### config.mk
export PLATFORM = sky130hd
export DESIGN_NAME = collisionLatchArray
export DESIGN_NICKNAME = d
export VERILOG_FILES = /design/src/rtl/collPkg.sv /design/src/rtl/collCtrl.sv /design/src/rtl/collDatapath.sv /design/src/rtl/collisionLatchArray.sv
export SDC_FILE = /design/constraint.sdc
export NUM_CORES = 1
export LEC_CHECK = 0
export ABC_AREA = 0
export BUFFER_PORTS_ARGS = -buffer_cell sky130_fd_sc_hd__buf_4
export CORE_MARGIN = 2
export CORE_UTILIZATION = 30
export DETAILED_ROUTE_END_ITERATION = 6
export GPL_TIMING_DRIVEN = 0
export MAX_ROUTING_LAYER = met4
export PLACE_DENSITY = 0.6
export SETUP_SLACK_MARGIN = 0.15
export SLEW_MARGIN = 20
export SYNTH_ARGS = -nofsm -noshare
export SYNTH_HDL_FRONTEND = slang
export SYNTH_SLANG_ARGS = --single-unit
### constraint.sdc
create_clock -name clk -period 1.1 [get_ports clk]
set_input_delay 0.11 -clock clk [delete_from_list [all_inputs] [get_ports clk]]
set_output_delay 0.11 -clock clk [all_outputs]
set_load 0.01 [all_outputs]
### src/rtl/collPkg.sv
package collPkg;
  localparam int NUM_SRC   = 6;
  localparam int NUM_PAIRS = NUM_SRC * (NUM_SRC - 1) / 2;
  localparam int NUM_REGS  = (NUM_PAIRS + 1) / 2;
  localparam int SEL_W     = $clog2(NUM_REGS);
  localparam int DATA_W    = 8;

  typedef struct packed {
    logic setEn;
    logic clrAll;
    logic rdLoad;
    logic rdMapped;
  } collStrobes_t;

  function automatic int pairIndex(int i, int j);
    return i * NUM_SRC - (i * (i + 1)) / 2 + (j - i - 1);
  endfunction
endpackage

### src/rtl/collCtrl.sv
module collCtrl
  import collPkg::*;
#(
  parameter int ADDR_W = 4
) (
  input  logic              pixEn,
  input  logic              clrReq,
  input  logic              rdStrobe,
  input  logic [ADDR_W-1:0] rdAddr,
  output collStrobes_t      strb,
  output logic [SEL_W-1:0]  regSel
);
  logic highZero;

  generate
    if (ADDR_W > SEL_W) begin : gWideAddr
      assign highZero = ~|rdAddr[ADDR_W-1:SEL_W];
    end else begin : gNarrowAddr
      assign highZero = 1'b1;
    end
  endgenerate

  assign regSel = rdAddr[SEL_W-1:0];

  always_comb begin
    strb.setEn    = pixEn;
    strb.clrAll   = clrReq;
    strb.rdLoad   = rdStrobe;
    strb.rdMapped = highZero;
  end
endmodule

### src/rtl/collDatapath.sv
module collDatapath
  import collPkg::*;
(
  input  logic               clk,
  input  logic               rst_n,
  input  logic [NUM_SRC-1:0] gfxBits,
  input  collStrobes_t       strb,
  input  logic [SEL_W-1:0]   regSel,
  output logic [DATA_W-1:0]  rdData
);
  localparam int PAD_W = 2 * NUM_REGS;

  logic [NUM_PAIRS-1:0] pairHit;
  logic [NUM_PAIRS-1:0] pairLatch;
  logic [PAD_W-1:0]     padLatch;
  logic                 evenBit;
  logic                 oddBit;
  logic [1:0]           rdTop;

  for (genvar i = 0; i < NUM_SRC; i++) begin : gRow
    for (genvar j = i + 1; j < NUM_SRC; j++) begin : gCol
      assign pairHit[pairIndex(i, j)] = gfxBits[i] & gfxBits[j];
    end
  end

  always_ff @(posedge clk) begin
    if (!rst_n)              pairLatch <= '0;
    else if (strb.clrAll)    pairLatch <= '0;
    else if (strb.setEn)     pairLatch <= pairLatch | pairHit;
  end

  generate
    if (PAD_W > NUM_PAIRS) begin : gPad
      assign padLatch = {{(PAD_W - NUM_PAIRS){1'b0}}, pairLatch};
    end else begin : gNoPad
      assign padLatch = pairLatch;
    end
  endgenerate

  always_comb begin
    evenBit = padLatch[{regSel, 1'b0}];
    oddBit  = padLatch[{regSel, 1'b1}];
  end

  always_ff @(posedge clk) begin
    if (!rst_n)           rdTop <= '0;
    else if (strb.rdLoad) rdTop <= strb.rdMapped ? {evenBit, oddBit} : 2'b00;
  end

  assign rdData = {rdTop, {(DATA_W - 2){1'b0}}};

  assert_set_on_overlap_R2: assert property (@(posedge clk) disable iff (!rst_n)
    (strb.setEn && !strb.clrAll) |=> (($past(pairHit) & ~pairLatch) == '0));

  assert_no_set_when_idle_R3: assert property (@(posedge clk) disable iff (!rst_n)
    !strb.setEn |=> ((pairLatch & ~$past(pairLatch)) == '0));

  assert_sticky_R4: assert property (@(posedge clk) disable iff (!rst_n)
    !strb.clrAll |=> (($past(pairLatch) & ~pairLatch) == '0));

  assert_clear_all_R5: assert property (@(posedge clk) disable iff (!rst_n)
    strb.clrAll |=> (pairLatch == '0));

  assert_clear_beats_set_R6: assert property (@(posedge clk) disable iff (!rst_n)
    (strb.clrAll && strb.setEn && (|pairHit)) |=> (pairLatch == '0));

  assert_read_hold_R7: assert property (@(posedge clk) disable iff (!rst_n)
    !strb.rdLoad |=> $stable(rdData));

  assert_read_first_reg_R7: assert property (@(posedge clk) disable iff (!rst_n)
    (strb.rdLoad && strb.rdMapped && regSel == '0) |=> (rdData[DATA_W-1] == $past(pairLatch[0])));

  assert_unmapped_zero_R9: assert property (@(posedge clk) disable iff (!rst_n)
    (strb.rdLoad && !strb.rdMapped) |=> (rdData == '0));
endmodule

### src/rtl/collisionLatchArray.sv
module collisionLatchArray
  import collPkg::*;
#(
  parameter int ADDR_W = 4
) (
  input  logic              clk,
  input  logic              rst_n,
  input  logic [5:0]        gfxBits,
  input  logic              pixEn,
  input  logic              clrAll,
  input  logic [ADDR_W-1:0] rdAddr,
  input  logic              rdStrobe,
  output logic [7:0]        rdData
);
  collStrobes_t     strb;
  logic [SEL_W-1:0] regSel;

  collCtrl #(.ADDR_W(ADDR_W)) uCtrl (
    .pixEn    (pixEn),
    .clrReq   (clrAll),
    .rdStrobe (rdStrobe),
    .rdAddr   (rdAddr),
    .strb     (strb),
    .regSel   (regSel)
  );

  collDatapath uData (
    .clk     (clk),
    .rst_n   (rst_n),
    .gfxBits (gfxBits),
    .strb    (strb),
    .regSel  (regSel),
    .rdData  (rdData)
  );
endmodule

# Yosys cells after proc, flatten, opt, wreduce, memory -nomap -nowiden
# Index checks and enable logic that the tools add are counted.
[classes]
muxes = 5
n_lt_le_gt_ge = 2
reduce_logical = 1
n_bitwise = 17
[op_table]
columns = ["op", "count"]
rows = [
  ["bitwise AND 1 bit", 15],
  ["OR 15 bit", 1],
  ["less-than comparator 4 x 5 -> 1 bit, second input constant", 2],
  ["binary-select mux 1 bit (select 3 bit)", 2],
  ["two-way mux 1 bit", 2],
  ["two-way mux 2 bit", 1],
  ["OR reduction 2 bit", 1],
  ["inverter 1 bit", 1],
]
[totals]
out_inout_bits = 8
regBits = 17
inputBits = 15

# Depth between registers and ports, before layout
[depth]
ltp_word = 3
ltp_mapped = 4
depth_no_buf = 3

# Cells and area by module
# From an unflattened synthesis, not the netlist that was laid out.
[hier_totals]
cells_unflattened = 86
hier_area_um2 = 792.0
[modules_own_cells]
columns = ["module", "seq_area_each_um2", "area_per_inst_um2", "instances", "cells_each"]
rows = [
  ["collDatapath", 340.3, 735.7, 1, 78],
  ["collCtrl", 0.0, 56.3, 1, 8],
]

# Least setup slack after synthesis
# OpenSTA, ideal clock, no wires.
[synth_path]
path_kind = "register -> register"
startpoint = "register uData.pairLatch[14]"
endpoint = "register uData.rdTop[1]"
stages_incl_launch_ff = 4
setup_ns = 0.128
path_buffers = 0
arrival_ns = 0.922
required_time_ns = 0.972
slack_ns = 0.050
period_less_slack_ns = 1.050
path_cell_list = "dfxtp_1 -> mux4_2 -> nor2_1 -> o41ai_2"
[synth_via]
elab_chain_cells = 3
[synth_rtl]
columns = ["element", "line_no", "rtl"]
rows = [
  ["from (decl)", "collDatapath.sv:14", "logic [NUM_PAIRS-1:0] pairLatch;"],
  ["from (signal assigned)", "collDatapath.sv:29", "else if (strb.setEn) pairLatch <= pairLatch | pairHit;"],
  ["binary-select mux 1 bit (select 3 bit)", "collDatapath.sv:41", "evenBit = padLatch[{regSel, 1'b0}];"],
  ["two-way mux 1 bit (implied by the code)", "collDatapath.sv:41", ""],
  ["two-way mux 2 bit", "collDatapath.sv:47", "else if (strb.rdLoad) rdTop <= strb.rdMapped ? {evenBit, oddBit} : 2'b00;"],
  ["to (signal assigned)", "collDatapath.sv:47", ""],
  ["to (decl)", "collDatapath.sv:18", "logic [1:0] rdTop;"],
]
# No other way between the ends. The select of a mux whose other input is x is not followed.
# A chain may end at the register's enable or synchronous reset.

# Worst setup path after layout
[layout_path]
startpoint = "register uData.pairLatch[10]"
endpoint = "register uData.rdTop[1]"
# Same word-level chain as after synthesis.

==> results.yml <==
pwr:
  switchingPower_w: 0.000284
  power.density_nw_per_um2: 1200
  p_leak_nw: 0.405
  swShare_pct: 24.9
  p_clk_share_pct: 28.8
  seq_power_share_pct: 55.9
  intPower_w: 0.000857
  vdd_drop_max_v: 0.000499
  pwr-share-comb_pct: 15.3
drt:
  vias_per_cell: 4.79
  via_count: 637
  ant_nets: 0
  detail_route.wl_per_cell_um: 11.6
  drtIter0Drc: 5
  drc: 0
  drt-pass1-iter-count: 5
  wl_mm: 1.54
grt:
  use_met3_pct: 2.50
  grt.overflow.total: 0
  track_usage_pct: 12.6
  gr-usage-met1_pct: 12.7
  grt_max_degree: 11
  antenna_found_initial: 0
  top_usage_layer: "met2"
  use_met2_pct: 23.8
  grt_pass1_wl_mm: 2.59
  grt_pass1_vias: 625
floorplan:
  die-area_um2: 2930
  initial_core_util_pct: 31.0
  core_area_um2: 2430
  die_y_um: 54.1
  die_w_um: 54.1
  row_count: 18
  ios: 23
cells_and_area:
  final-instance-count-excl-fill: 133
  final_common_cell: "buf_4"
  layout_common_cells: "buf_4 (21), nor2_1 (16), dfxtp_1 (16)"
  fill_cells: 255
  syn2layout_area_growth_pct: 26.7
  nets: 119
  fin_area_um2: 955
  n_antenna_cell: 0
  drive_gt1_share_pct: 32.0
worst_setup_path:
  crit_arrival_ns: 1.29
  start_kind: "flop"
  worstRegToRegCells: 3
  path_cells: "mux4_2 > nor2_4 > o41ai_2"
  crit_path_start: "uData.pairLatch[10]"
  criticalPathCategory: "reg2reg"
  cp_slowest_cell: "mux4_2"
  worst_ep_required_time_ns: 1.27
  critPathBufInv: 0
  crit_path_end_kind: "flop"
  critPathMaxStageDelay_ns: 0.50
  crit_family: "multiplexers"
  path_max_fanout: 2
  worstReg2RegStart: "uData.pairLatch[10]"
  crit_cells: 3
sta:
  worst_slack_ns: -0.0132
  max_slew_margin_pct: 65.2
  setup_violations: 1
  hold_viol_final: 0
  slew_violations: 0
  worst_pin_slew_ns: 0.509
  rsz0062_at_grt: "yes"
  fin_skew_ns: 0.00478
  period_needed_ns: 1.11
  fin_crit_sh_pct: 101
  max_freq_ghz: 0.898
clock_tree:
  cts_htree_levels: 1
  cts_setup_buffers: 0
  clk_pin_slew_worst_paths_ns: 0.10
  cts_tree: "built"
  cts_sinks: 17
  cts-root-buf: "clkbuf_4"
  cts_max_path_buffers: 2
  numCtsBuffers: 3
  clock_latency_ns: 0.29
place:
  io_buffer_count: 14
  dp_hpwl_mm: 1.20
  place_inst: 129
  post_dp_cell_area_um2: 917
  place_congestion: 0.686
synthesis:
  yosysWarnings: 0
  yosysTopAreaCell: "dfxtp_1"
  syn_area_um2: 753
  yosysTopAreaCellShare_pct: 45.2
  synth-seq-area-share_pct: 45.2
  syn_inst: 80
  synthTopCellsByArea: "dfxtp_1 (45%), a31oi_1 (9.1%), nor2_1 (8.5%)"
  ys_seq_elements: 17
  synth_area_per_cell_um2: 9.42
  synth.distinct_cells: 22
hold_path:
  hp-class: "in2reg"
  hold_depth: 3
  hp-start: "gfxBits[1]"
run_status:
  outcome: "finished with violations"
  violations: "setup timing"
run:
  maxCapViolations: 0
[tightest hold or removal path: stages]
cell and delay (ns):
buf_4 0.11, a21oi_1 0.06, nor2_1 0.07
[cells by family after synthesis]
logic type	synth area share, %
and+or+nand+nor	16.1
AOI/OAI and AO/OA	18.1
DFF	45.2
buffers and inverters	11.8
muxes	8.31
other	0.498
[stage by stage]
stage	utilization, %	total power, W	worst slack, ns	hold WS [ns]	TNS [ns]
after floorplan	-	0.000756	0.0585	0.247	0
after global placement	37.7	0.000822	0.00641	0.387	0
after detailed placement	37.7	0.000824	0.0139	0.397	0
after CTS	38.8	0.00114	-0.0146	0.0964	-0.0146
after global routing	39.2	0.00120	-0.0695	0.104	-0.0695
final	39.2	0.00114	-0.0132	0.0946	-0.0132
[Yosys cell counts]
library cell / count
dfxtp_1: 17
nor2_1: 17
a31oi_1: 11
buf_4: 7
a21oi_1: 5
mux2i_1: 4
clkbuf_1: 2
nand2_1: 2
nand3b_1: 2
a2111oi_0: 1
a31o_1: 1
and2_1: 1
and3_2: 1
and3b_1: 1
buf_6: 1
bufinv_8: 1
conb_1: 1
mux4_2: 1
nand2b_1: 1
nor2b_1: 1
o221ai_1: 1
o41ai_2: 1
[flip-flops by register name, indices dropped and copies added (netlist names)]
name	count
uData.rdTop	2
uData.pairLatch	15
[final cells by class]
cell class                      count  area (µm²)  share of cell area [%]
Sequential cell                    17         342                    35.8
Inverter                            1        17.5                    1.83
Clock inverter                      1        5.00                   0.524
Tap cell                           30        37.5                    3.93
Timing Repair Buffer               14         105                    11.0
Multi-Input combinational cell     57         354                    37.1
Clock buffer                        3        22.5                    2.36
Buffer                             10        71.3                    7.47
[final timing paths]
check	end	slack (ns)
min reg2reg	uData.pairLatch[14]	0.47
min	uData.pairLatch[0]	0.09
max	uData.rdTop[1]	-0.01
max reg2reg	uData.rdTop[1]	-0.01
[power groups by stage]
stage / clock network, W / logic (W) / registers, W
6_report: 0.000328 / 0.000175 / 0.000638
5_1_grt: 0.000367 / 0.000195 / 0.000640
4_1_cts: 0.000335 / 0.000173 / 0.000637
3_5_place_dp: 0 / 0.000172 / 0.000652
3_3_place_gp: 0 / 0.000171 / 0.000651
2_1_floorplan: 0 / 0.000105 / 0.000651
[timing repair]
action                     4_1_cts  5_1_grt
resized for setup                0        3
pin swaps                        0        1
hold endpoints to repair         0        0
setup endpoints to repair        1        2
hold buffers                     0        0
[routing by layer]
layer / routed length, µm / vias to the layer above / share of wire (%)
met5: 0 / - / 0
met4: 14 / 0 / 0.91
met3: 82 / 4 / 5.3
met2: 781 / 16 / 51
met1: 660 / 298 / 43
li1: - / 319 / -
No activity file was read; power rests on OpenSTA's default activity.
